==> src/rtl/remap_pkg.sv <==
package remap_pkg;

    localparam int PA_W = 24;

    typedef enum logic [1:0] {
        REG_RAM  = 2'd0,
        REG_DISP = 2'd1,
        REG_WRAP = 2'd2
    } region_e;

    typedef struct packed {
        logic [PA_W-1:0] addr;
        region_e         region;
    } xlate_t;

    // aperture selectors work on bits 23:17 (128 KB granules)
    function automatic logic in_lo_aperture(input logic [PA_W-1:0] a);
        return a[PA_W-1:17] == 7'h04;
    endfunction

    function automatic logic in_hi_aperture(input logic [PA_W-1:0] a);
        return a[PA_W-1:17] == 7'h05;
    endfunction

endpackage

==> src/rtl/remap_regs.sv <==
module remap_regs #(
    parameter int          IO_AW      = 3,
    parameter int          PORT_CTRL  = 0,
    parameter int          PORT_WLO   = 1,
    parameter int          PORT_WHI   = 2,
    parameter int          PORT_SIZE  = 3,
    parameter logic [31:0] RAM_BYTES  = 32'h0040_0000
) (
    input  logic             clk,
    input  logic             rst,
    input  logic             io_we,
    input  logic [IO_AW-1:0] io_addr,
    input  logic [7:0]       io_wdata,
    output logic [7:0]       io_rdata,
    output logic [6:0]       win_lo,
    output logic [6:0]       win_hi,
    output logic             dma_clip
);
    localparam logic [7:0] SIZE_UNITS = RAM_BYTES[24:17];
    localparam logic [7:0] CTRL_RST   = 8'hFE;
    localparam logic [6:0] WLO_RST    = 7'h04;
    localparam logic [6:0] WHI_RST    = 7'h05;

    logic [7:0] ctrl_q;

    always_ff @(posedge clk) begin
        if (rst) begin
            ctrl_q <= CTRL_RST;
            win_lo <= WLO_RST;
            win_hi <= WHI_RST;
        end else if (io_we) begin
            if (io_addr == IO_AW'(PORT_CTRL)) ctrl_q <= io_wdata;
            if (io_addr == IO_AW'(PORT_WLO))  win_lo <= io_wdata[7:1];
            if (io_addr == IO_AW'(PORT_WHI))  win_hi <= io_wdata[7:1];
        end
    end

    always_comb begin
        if (io_addr == IO_AW'(PORT_CTRL))      io_rdata = ctrl_q;
        else if (io_addr == IO_AW'(PORT_WLO))  io_rdata = {win_lo, 1'b0};
        else if (io_addr == IO_AW'(PORT_WHI))  io_rdata = {win_hi, 1'b0};
        else if (io_addr == IO_AW'(PORT_SIZE)) io_rdata = SIZE_UNITS;
        else                                   io_rdata = 8'hFF;
    end

    assign dma_clip = ctrl_q[2];

    // reset values
    p_reset_vals_r1: assert property (@(posedge clk)
        rst |=> (ctrl_q == 8'hFE && win_lo == 7'h04 && win_hi == 7'h05));

    // a window write keeps the upper seven data bits
    p_wlo_write_r2: assert property (@(posedge clk) disable iff (rst)
        (io_we && io_addr == IO_AW'(PORT_WLO)) |=> (win_lo == $past(io_wdata[7:1])));

    // writes to unmapped ports leave all registers unchanged
    p_unknown_write_r10: assert property (@(posedge clk) disable iff (rst)
        (io_we && io_addr > IO_AW'(PORT_SIZE)) |=>
        ($stable(ctrl_q) && $stable(win_lo) && $stable(win_hi)));
endmodule

==> src/rtl/remap_xlate.sv <==
module remap_xlate
    import remap_pkg::*;
#(
    parameter logic [PA_W-1:0] UPPER_LIMIT = 24'hFA0000
) (
    input  logic [PA_W-1:0] addr_in,
    input  logic            is_dma,
    input  logic            dma_clip,
    input  logic [6:0]      win_lo,
    input  logic [6:0]      win_hi,
    output xlate_t          result
);
    localparam logic [PA_W-1:0] LOW_MB_MASK = 24'h0F_FFFF;
    localparam logic [PA_W-1:0] DISP_LO     = 24'h0A_0000;
    localparam logic [PA_W-1:0] DISP_HI     = 24'h0B_FFFF;

    logic [PA_W-1:0] pre;
    logic [PA_W-1:0] mapped;

    always_comb begin
        pre = (is_dma && dma_clip) ? (addr_in & LOW_MB_MASK) : addr_in;

        if (in_lo_aperture(pre))      mapped = {win_lo, pre[16:0]};
        else if (in_hi_aperture(pre)) mapped = {win_hi, pre[16:0]};
        else                          mapped = pre;

        if (mapped >= UPPER_LIMIT) begin
            result.addr   = mapped & LOW_MB_MASK;
            result.region = REG_WRAP;
        end else begin
            result.addr   = mapped;
            result.region = (mapped >= DISP_LO && mapped <= DISP_HI) ? REG_DISP : REG_RAM;
        end
    end
endmodule

==> src/rtl/mem_window_remap.sv <==
module mem_window_remap
    import remap_pkg::*;
#(
    parameter int          IO_AW       = 3,
    parameter int          PORT_CTRL   = 0,
    parameter int          PORT_WLO    = 1,
    parameter int          PORT_WHI    = 2,
    parameter int          PORT_SIZE   = 3,
    parameter logic [31:0] RAM_BYTES   = 32'h0040_0000,
    parameter logic [23:0] UPPER_LIMIT = 24'hFA0000
) (
    input  logic             clk,
    input  logic             rst,
    input  logic             acc_valid,
    input  logic             acc_we,
    input  logic             acc_dma,
    input  logic [23:0]      acc_addr,
    input  logic             io_we,
    input  logic [IO_AW-1:0] io_addr,
    input  logic [7:0]       io_wdata,
    output logic [7:0]       io_rdata,
    output logic             out_valid,
    output logic             out_we,
    output logic [23:0]      out_addr,
    output logic [1:0]       out_region
);
    logic [6:0] win_lo, win_hi;
    logic       dma_clip;
    xlate_t     xl;

    remap_regs #(
        .IO_AW(IO_AW), .PORT_CTRL(PORT_CTRL), .PORT_WLO(PORT_WLO),
        .PORT_WHI(PORT_WHI), .PORT_SIZE(PORT_SIZE), .RAM_BYTES(RAM_BYTES)
    ) u_regs (
        .clk(clk), .rst(rst), .io_we(io_we), .io_addr(io_addr),
        .io_wdata(io_wdata), .io_rdata(io_rdata),
        .win_lo(win_lo), .win_hi(win_hi), .dma_clip(dma_clip)
    );

    remap_xlate #(.UPPER_LIMIT(UPPER_LIMIT)) u_xlate (
        .addr_in(acc_addr), .is_dma(acc_dma), .dma_clip(dma_clip),
        .win_lo(win_lo), .win_hi(win_hi), .result(xl)
    );

    always_ff @(posedge clk) begin
        if (rst) begin
            out_valid  <= 1'b0;
            out_we     <= 1'b0;
            out_addr   <= '0;
            out_region <= REG_RAM;
        end else begin
            out_valid <= acc_valid;
            if (acc_valid) begin
                out_we     <= acc_we;
                out_addr   <= xl.addr;
                out_region <= xl.region;
            end
        end
    end

    // low conventional memory bypasses translation
    p_low_pass_r5: assert property (@(posedge clk) disable iff (rst)
        (acc_valid && !acc_dma && acc_addr < 24'h08_0000) |=> (out_addr == $past(acc_addr)));

    // aperture offsets survive relocation
    p_aperture_offset_r3: assert property (@(posedge clk) disable iff (rst)
        (acc_valid && !acc_dma && acc_addr[23:17] == 7'h04) |=>
        (out_addr[16:0] == $past(acc_addr[16:0])));

    // wrapped results stay inside the first megabyte
    p_wrap_low_mb_r6: assert property (@(posedge clk) disable iff (rst)
        (out_valid && out_region == 2'd2) |-> (out_addr[23:20] == 4'h0));

    // the output strobe follows the access strobe by one cycle
    p_latency_r12: assert property (@(posedge clk) disable iff (rst)
        acc_valid |=> out_valid);
endmodule

==> config.mk <==
export PLATFORM = sky130hd
export DESIGN_NAME = mem_window_remap
export DESIGN_NICKNAME = d
export VERILOG_FILES = /design/src/rtl/remap_pkg.sv /design/src/rtl/remap_regs.sv /design/src/rtl/remap_xlate.sv /design/src/rtl/mem_window_remap.sv
export SDC_FILE = /design/constraint.sdc
export NUM_CORES = 1
export LEC_CHECK = 0
export BUFFER_PORTS_ARGS = -buffer_cell sky130_fd_sc_hd__buf_2
export CAP_MARGIN = 10
export CORE_MARGIN = 5
export CORE_UTILIZATION = 56
export CTS_BUF_LIST = sky130_fd_sc_hd__clkbuf_8
export CTS_CLUSTER_SIZE = 20
export DETAILED_ROUTE_END_ITERATION = 10
export GPL_ROUTABILITY_DRIVEN = 0
export GPL_TIMING_DRIVEN = 0
export PLACE_DENSITY_LB_ADDON = 0.2
export SLEW_MARGIN = 20
export SYNTH_ARGS = -nofsm -noshare
export SYNTH_HDL_FRONTEND = slang
export SYNTH_SLANG_ARGS = --single-unit
==> constraint.sdc <==
create_clock -name clk -period 6.4 [get_ports clk]
set_input_delay 0.64 -clock clk [delete_from_list [all_inputs] [get_ports clk]]
set_output_delay 0.64 -clock clk [all_outputs]
set_load 0.01 [all_outputs]
==> results of run 1 <==
## routing by layer
metal	share of wire	up-vias	routed length [µm]	global-route usage
met5	0	-	0	0
met4	0.014	0	78	0.07445
met3	0.059	8	316	0.05472
met2	0.50	61	2681	0.3435
met1	0.43	952	2306	0.2704
li1	-	1022	-	-
## critical path: cells and delay by family
family	cells	cell delay [ns]
compound gates	1	0.12
simple gates	1	0.08
mux	1	0.40
buf+inv	3	0.70
## path summary, 6_finish.rpt
kind,end,slack (ns)
hold / removal,out_addr[19],0.48
hold reg to reg,out_addr[19],0.48
setup / recovery,io_rdata[5],3.81
setup reg to reg,out_addr[23],4.41
## flip-flops by register name, indices dropped and copies added, names as in the netlist
signal	flops
out_addr	24
u_regs.ctrl_q	8
u_regs.win_hi	7
u_regs.win_lo	7
out_region	2
out_valid	1
out_we	1
## layout make-up
type | count | area [µm²] | share of cell area
multi-input cells | 168 | 1205 | 0.4242
repair buffers | 75 | 375.4 | 0.1322
clock inverters | 3 | 45.04 | 0.01586
inverters | 5 | 18.77 | 0.006608
well taps | 50 | 62.56 | 0.02203
plain buffers | 17 | 63.81 | 0.02247
flip-flops and latches | 50 | 1001 | 0.3524
clock buffers | 5 | 68.82 | 0.02423
## synth_stat cells (3+ instances only)
| cell | instances |
|---|---|
| dfxtp_1 | 50 |
| mux2i_1 | 40 |
| nor2_1 | 34 |
| clkbuf_1 | 15 |
| nand2b_1 | 12 |
| nor2b_1 | 10 |
| a211o_1 | 9 |
| a21oi_1 | 7 |
| o21ai_0 | 7 |
| inv_1 | 5 |
| a21o_1 | 4 |
| and2_1 | 4 |
| nor3b_1 | 4 |
| a211oi_1 | 3 |
| a221oi_1 | 3 |
| nand2_1 | 3 |
| o211ai_1 | 3 |
| o32ai_1 | 3 |
## power breakdown
group | internal [W] | switching [W]
clock network | 0.000116 | 0.000105
registers | 0.000325 | 0.00000697
logic | 0.0000447 | 0.0000541
total | 0.000486 | 0.000166
## cell families after synthesis
| logic type | share of synthesized area |
|---|---|
| buffers and inverters | 0.03609 |
| AND/OR/NAND/NOR | 0.1755 |
| flip-flops | 0.4374 |
| AO/OA/AOI/OAI | 0.1662 |
| multiplexers | 0.1848 |
## stage by stage
step                cells  power [W]  hold WS (ns)  setup WS [ns]
CTS                   373  0.0006569        0.4775          3.808
global placement      365  0.0004358        0.4670          3.614
finish                373  0.0006522        0.4797          3.810
detailed placement    365  0.0004382        0.4751          3.588
floorplan             240  0.0003976        0.4612          3.944
global route          373  0.0006844        0.4945          3.696
==> results.py, run 1 <==
metrics = {
    "outcome": {
        "status": "finished clean",
    },
    "logic_synthesis": {
        "yosysWarnings": 0,
        "ys_seq_area_frac": 0.4374,
        "synth_seq_cells": 50,
        "avgSynthCellArea_um2": 9.535,
        "ys_types": 35,
        "synth_edf_count": 0,
        "yosys.area.top_type": "dfxtp_1",
        "synth.area.top_cells": "dfxtp_1, mux2i_1, nor2_1, a211o_1, nand2b_1",
        "synthCells": 240,
        "synthesis.area_um2": 2288,
        "synthArstFlopShare": 0,
        "syn-num-nets": 281,
        "synth_top_area_share": 0.4374,
        "synthFlopType": "dfxtp_1",
    },
    "sta": {
        "max_clock_freq_mhz": 386.1,
        "setup_viol": 0,
        "period_needed_ns": 2.590,
        "hold_viol": 0,
        "clock_skew_ns": 0.008706,
        "fin_crit_sh": 0.4047,
        "slew_viol_final": 0,
        "slew_headroom": 0.4748,
        "rsz0062_at_grt": "false",
        "tns_ns": 0,
        "worst_pin_slew_ns": 0.7854,
    },
    "power": {
        "ir_drop_uv": 150.4,
        "power_density_nw_per_um2": 229.6,
        "leakagePower_nw": 1.290,
    },
    "worst_setup_path": {
        "critPathLaunch": "io_addr[0]",
        "slowest_stage": "clkbuf_1",
        "rr_startpoint": "u_regs.ctrl_q[2]",
        "crit_required_ns": 5.76,
        "crit_type": "in2out",
        "r2r_cells": 6,
        "crit_chain": "buf_2 -> clkbuf_1 -> mux2_2 -> o22ai_1 -> nand2b_1 -> buf_2",
        "crit_top_cell": "buf_2",
        "path_max_fanout": 10,
        "cp-start-kind": "input port",
        "critical_path.endpoint_type": "output pin",
        "cp.arrival_ns": 1.95,
        "slowest_delay_ns": 0.47,
    },
    "finish": {
        "fin_util": 0.7152,
        "syn_to_final_growth_pct": 24.11,
        "drive_gt1_frac": 0.2848,
        "layout_commonest_cell": "buf_2",
        "final_nets": 363,
        "diodes": 0,
        "fillers": 325,
        "postLayoutCellArea_um2": 2840,
        "final_cell_mix": "buf_2, dfxtp_1, mux2i_1, nor2_1, clkbuf_1",
    },
    "clock_tree": {
        "cts_tree": "done",
        "numCtsBuffers": 5,
        "post_cts_buffers": 0,
        "cts_resized": 0,
        "cts.sinks": 50,
        "postCtsHoldBufs": 0,
        "clk_path_buf_depth": 2,
        "clk_pin_slew_ns": 0.09,
        "cts_root_buffer": "clkbuf_8",
        "worstSkewPairLatency_ns": 0.30,
        "cts_max_level": 2,
    },
    "global_routing": {
        "grtUsageTotal": 0.2111,
        "grt_pass1_vias": 1999,
        "grt_pass1_wl_um": 8983,
        "grt_max_degree": 17,
        "overflow": 0,
        "antenna_found_initial": 0,
    },
    "route": {
        "drc": 0,
        "antenna_left": 0,
        "wire_per_inst_um": 14.43,
        "firstDrtPassIters": 4,
        "via_count": 2043,
        "finalWirelength_um": 5383,
        "drt-initial-drc-count": 162,
        "vias_per_cell": 5.477,
    },
    "die": {
        "fp.dieW_um": 73.93,
        "die-height_um": 73.93,
        "ios": 77,
        "fp.coreArea_um2": 3971,
        "design.die.area_um2": 5465,
        "std_cell_rows": 23,
        "initial_utilization": 0.5762,
    },
    "hold_path": {
        "min_path_type": "reg2reg",
        "whs_path_depth": 2,
        "hold_path.startpoint": "out_addr[19]",
    },
    "place": {
        "post-dp-hpwl_um": 4144,
        "port_buffers": 75,
        "dpl_cell_area_um2": 2726,
    },
    "job": {
        "drv_cap": 0,
    },
}
Note: power is estimated with default switching activity, not from simulation.
==> inputs of run 2 (changes only) <==
--- a/config.mk
+++ b/config.mk
@@ -8,7 +8,7 @@
 export BUFFER_PORTS_ARGS = -buffer_cell sky130_fd_sc_hd__buf_2
 export CAP_MARGIN = 10
 export CORE_MARGIN = 5
-export CORE_UTILIZATION = 56
+export CORE_UTILIZATION = 52
 export CTS_BUF_LIST = sky130_fd_sc_hd__clkbuf_8
 export CTS_CLUSTER_SIZE = 20
 export DETAILED_ROUTE_END_ITERATION = 10
==> constraint.sdc (replaced) <==
create_clock -name clk -period 2.6 [get_ports clk]
set_input_delay 0.26 -clock clk [delete_from_list [all_inputs] [get_ports clk]]
set_output_delay 0.26 -clock clk [all_outputs]
set_load 0.01 [all_outputs]
==> results.py, run 2 (synthesis results as in run 1) <==
metrics = {
    "sta": {
        "clock_skew_ns": 0.009897,
        "slew_viol_final": 0,
        "period_needed_ns": 2.152,
        "holdWs_ns": 0.1881,
        "rsz0062_at_grt": "false",
        "hold_viol": 0,
        "setup_viol": 0,
        "slew_headroom": 0.4345,
        "max_clock_freq_mhz": 464.8,
        "fin_crit_sh": 0.8276,
        "tns_ns": 0,
        "worst_pin_slew_ns": 0.8456,
    },
    "route": {
        "via_count": 2067,
        "antenna_left": 0,
        "drc": 0,
        "finalWirelength_um": 5676,
        "drt-initial-drc-count": 81,
        "vias_per_cell": 5.512,
        "wire_per_inst_um": 15.14,
        "firstDrtPassIters": 4,
    },
    "worst_setup_path": {
        "path_max_fanout": 7,
        "cp-start-kind": "input port",
        "critical_path.endpoint_type": "flip-flop",
        "crit_type": "in2reg",
        "crit_required_ns": 2.81,
        "cp.arrival_ns": 2.36,
    },
    "finish": {
        "diodes": 0,
        "fillers": 378,
        "drive_gt1_frac": 0.2817,
        "syn_to_final_growth_pct": 23.24,
        "largest_reg_flops": 24,
        "fin_util": 0.6522,
        "layout_commonest_cell": "buf_2",
        "postLayoutCellArea_um2": 2820,
        "final_nets": 363,
        "multiInputGateArea_um2": 1205,
        "top_regs": "out_addr: 24 flops, u_regs.ctrl_q: 8 flops",
        "top_register": "out_addr",
        "register_area_um2": 1001,
        "final_cell_mix": "buf_2, dfxtp_1, mux2i_1, nor2_1, clkbuf_1",
    },
    "clock_tree": {
        "post_cts_buffers": 0,
        "clk_path_buf_depth": 2,
        "cts_resized": 0,
        "cts.sinks": 50,
        "clk_pin_slew_ns": 0.09,
        "cts_root_buffer": "clkbuf_8",
        "cts_max_level": 2,
        "worstSkewPairLatency_ns": 0.30,
        "postCtsHoldBufs": 0,
        "numCtsBuffers": 5,
        "cts_tree": "done",
    },
    "power": {
        "power_density_nw_per_um2": 539.3,
        "ir_drop_uv": 354.7,
        "leakagePower_nw": 1.292,
    },
    "place": {
        "post-dp-hpwl_um": 4157,
        "port_buffers": 75,
        "dpl_cell_area_um2": 2729,
    },
    "die": {
        "die-height_um": 76.34,
        "fp.dieW_um": 76.34,
        "ios": 77,
        "fp.coreArea_um2": 4324,
        "std_cell_rows": 24,
        "design.die.area_um2": 5828,
        "initial_utilization": 0.5292,
    },
    "job": {
        "drv_cap": 0,
    },
    "global_routing": {
        "grt_pass1_vias": 2007,
        "grt_pass1_wl_um": 9397,
        "antenna_found_initial": 0,
        "grt_max_degree": 15,
        "overflow": 0,
        "grtUsageTotal": 0.1946,
    },
    "outcome": {
        "status": "finished clean",
    },
    "hold_path": {
        "min_path_type": "in2reg",
    },
}
## run 2: power breakdown
group          switching, W  total [W]  leakage [nW]  internal (W)
Sequential        0.0000169   0.000817         0.410      0.000800
Combinational      0.000135   0.000245         0.830      0.000110
Clock              0.000248   0.000459        0.0524      0.000211
## run 2: metal layers
layer,global-route usage,vias to the layer above,wire (µm)
met3,0.05792,8,321
met2,0.3365,63,2824
met1,0.2281,983,2464
met5,0,-,0
li1,-,1013,-
met4,0.06469,0,66
## run 2: worst paths after layout
path                                  startpoint               end  slack (ns)  depth (start not counted)
worst max-delay path                acc_addr[21]     out_region[1]        0.45                          7
worst min-delay path                 io_wdata[4]  u_regs.ctrl_q[4]        0.19                          2
worst max register to register  u_regs.ctrl_q[2]      out_addr[20]        0.58                          6
worst min register to register      out_addr[13]      out_addr[13]        0.49                          2
## run 2: final cells by class
class / instances / area share
clock buffers: 6 / 0.02928
well taps: 52 / 0.02307
inverters: 5 / 0.006655
repair buffers: 75 / 0.1331
multi-input cells: 168 / 0.4272
flip-flops and latches: 50 / 0.3549
clock inverters: 2 / 0.003106
plain buffers: 17 / 0.02263
## run 2: worst max-delay path, cell delays in order
cell and delay (ns):
buf_2 0.11, or4_1 0.50, clkbuf_1 0.20, a21o_1 0.27
o32ai_1 0.71, nor2_1 0.11, a21o_1 0.20
## run 2: stage by stage
stage,power (W),std cells,setup WS (ns)
after floorplan,0.0009787,240,0.5237
after global placement,0.001074,367,0.1676
after detailed placement,0.001080,367,0.1128
after CTS,0.001533,375,0.4570
after global routing,0.001598,375,0.2443
final,0.001521,375,0.4483
==> inputs of run 3 (changes only) <==
--- a/config.mk
+++ b/config.mk
@@ -5,10 +5,11 @@
 export SDC_FILE = /design/constraint.sdc
 export NUM_CORES = 1
 export LEC_CHECK = 0
+export ABC_AREA = 1
 export BUFFER_PORTS_ARGS = -buffer_cell sky130_fd_sc_hd__buf_2
 export CAP_MARGIN = 10
 export CORE_MARGIN = 5
-export CORE_UTILIZATION = 52
+export CORE_UTILIZATION = 51
 export CTS_BUF_LIST = sky130_fd_sc_hd__clkbuf_8
 export CTS_CLUSTER_SIZE = 20
 export DETAILED_ROUTE_END_ITERATION = 10
==> constraint.sdc (replaced) <==
create_clock -name clk -period 2.2 [get_ports clk]
set_input_delay 0.22 -clock clk [delete_from_list [all_inputs] [get_ports clk]]
set_output_delay 0.22 -clock clk [all_outputs]
set_load 0.01 [all_outputs]
==> results.py, run 3 <==
metrics = {
    "sta": {
        "clock_skew_ns": 0.01138,
        "hold_viol": 0,
        "setup_viol": 0,
        "slew_headroom": 0.6548,
        "tns_ns": 0,
        "rsz0062_at_grt": "false",
        "period_needed_ns": 1.563,
        "worst_pin_slew_ns": 0.5159,
        "slew_viol_final": 0,
        "fin_crit_sh": 0.7103,
        "max_clock_freq_mhz": 639.9,
    },
    "global_routing": {
        "overflow": 0,
        "antenna_found_initial": 0,
        "grtUsageTotal": 0.2116,
        "grt_max_degree": 18,
        "grt_pass1_vias": 2151,
        "grt_pass1_wl_um": 9266,
    },
    "finish": {
        "final_cell_mix": "buf_2, nand2_1, dfxtp_1, nor2_1, inv_1",
        "top_regs": "out_addr: 24 flops, u_regs.ctrl_q: 8 flops",
        "largest_reg_flops": 24,
        "diodes": 0,
        "drive_gt1_frac": 0.2881,
        "top_register": "out_addr",
        "syn_to_final_growth_pct": 26.26,
        "layout_commonest_cell": "buf_2",
        "final_nets": 401,
        "fillers": 359,
        "postLayoutCellArea_um2": 2689,
    },
    "worst_setup_path": {
        "slowest_stage": "dfxtp_1",
        "cp.depth": 11,
        "cp-start-kind": "flip-flop",
        "crit_family": "simple AND/OR/NAND/NOR gates",
        "critPathBufInv": 0,
        "crit_chain": "nand2_2 -> nand2_2 -> nand2_2 -> nor2_4 -> nand2_1 -> nand3_1 -> nand2_1 -> nand2_1 -> nand2_2 -> nand2_1 -> nand2_1",
        "crit_top_cell": "nand2_1",
        "cp.arrival_ns": 1.78,
        "critical_path.endpoint_type": "flip-flop",
        "crit_type": "reg2reg",
        "path_max_fanout": 7,
        "r2r_cells": 11,
        "crit_required_ns": 2.41,
        "slowest_delay_ns": 0.38,
    },
    "logic_synthesis": {
        "netlist_top_cells_count": "nand2_1, dfxtp_1, nor2_1",
        "synth_top_area_share": 0.4700,
        "synthCells": 277,
        "ys_types": 20,
        "synthFlopType": "dfxtp_1",
        "syn-num-nets": 318,
        "synth.most_common_cell": "nand2_1",
        "avgSynthCellArea_um2": 7.688,
        "yosys.area.top_type": "dfxtp_1",
        "yosysWarnings": 0,
        "synthesis.area_um2": 2130,
        "synthArstFlopShare": 0,
        "synth_seq_cells": 50,
        "synth.area.top_cells": "dfxtp_1, nand2_1, a22o_1, o21ai_0, nor2_1",
        "ys_seq_area_frac": 0.4700,
        "synth_edf_count": 0,
    },
    "clock_tree": {
        "cts_resized": 0,
        "postCtsHoldBufs": 0,
        "cts_max_level": 2,
        "post_cts_buffers": 0,
        "clk_path_buf_depth": 2,
        "numCtsBuffers": 5,
        "clk_pin_slew_ns": 0.10,
        "cts_tree": "done",
        "cts_root_buffer": "clkbuf_8",
        "worstSkewPairLatency_ns": 0.31,
        "cts.sinks": 50,
    },
    "die": {
        "die-height_um": 74.62,
        "design.die.area_um2": 5568,
        "std_cell_rows": 23,
        "initial_utilization": 0.5286,
        "fp.coreArea_um2": 4029,
        "ios": 77,
        "fp.dieW_um": 74.62,
    },
    "route": {
        "firstDrtPassIters": 4,
        "wire_per_inst_um": 13.39,
        "via_count": 2122,
        "drt-initial-drc-count": 175,
        "antenna_left": 0,
        "finalWirelength_um": 5502,
        "vias_per_cell": 5.163,
        "drc": 0,
    },
    "power": {
        "ir_drop_uv": 489.7,
        "p_total_w": 0.001888,
        "leakagePower_nw": 1.355,
        "power_density_nw_per_um2": 702.2,
    },
    "job": {
        "drv_cap": 0,
    },
    "outcome": {
        "status": "finished clean",
    },
    "place": {
        "post-dp-hpwl_um": 4279,
        "dpl_cell_area_um2": 2572,
        "port_buffers": 76,
    },
    "hold_path": {
        "min_path_type": "in2reg",
        "whs_path_depth": 2,
    },
}
run 3: cell type report:
cell class,instances,area [µm²],area share
sequential,50,1001,0.3723
multi-input combinational,188,982.2,0.3653
timing repair buffer,76,380.4,0.1415
inverter,33,123.9,0.04607
clock buffer,5,68.82,0.02559
tap,50,62.56,0.02327
clock inverter,3,47.55,0.01768
buffer,6,22.52,0.008376
run 3: report_power, final:
group	internal, W	switching, W	leakage (nW)	total [W]
clock	0.000347	0.000323	0.0591	0.000670
combinational	0.000102	0.000148	0.886	0.000250
sequential	0.000946	0.0000219	0.410	0.000968
total	0.00139	0.000493	1.36	0.00189
run 3: through the flow:
| step | utilization | setup WS (ns) | hold WS (ns) | instances |
|---|---|---|---|---|
| 5_1_grt | 0.6674 | 0.4155 | 0.1070 | 411 |
| 3_3_place_gp | 0.6385 | 0.5994 | 0.4279 | 403 |
| 2_1_floorplan | - | 0.8497 | 0.3455 | 277 |
| 4_1_cts | 0.6674 | 0.6366 | 0.1100 | 411 |
| 3_5_place_dp | 0.6385 | 0.5438 | 0.4332 | 403 |
| 6_report | 0.6674 | 0.6373 | 0.1160 | 411 |
run 3: worst paths after layout:
check	from	endpoint	slack (ns)
setup / recovery	u_regs.ctrl_q[2]	out_addr[23]	0.64
hold / removal	acc_addr[1]	out_addr[1]	0.12
setup reg to reg	u_regs.ctrl_q[2]	out_addr[23]	0.64
hold reg to reg	out_addr[21]	out_addr[21]	0.46
run 3: cells by family after synthesis:
logic type      share of synthesized area
compound gates                     0.1904
buf+inv                           0.06874
flops                              0.4700
simple gates                       0.2709
run 3: per-layer routing:
layer	vias up	global-route usage	part of all wire
met1	977	0.2602	0.43
met3	7	0.04806	0.063
met4	0	0.07510	0.013
met5	-	0	0
met2	62	0.3639	0.49
li1	1076	-	-
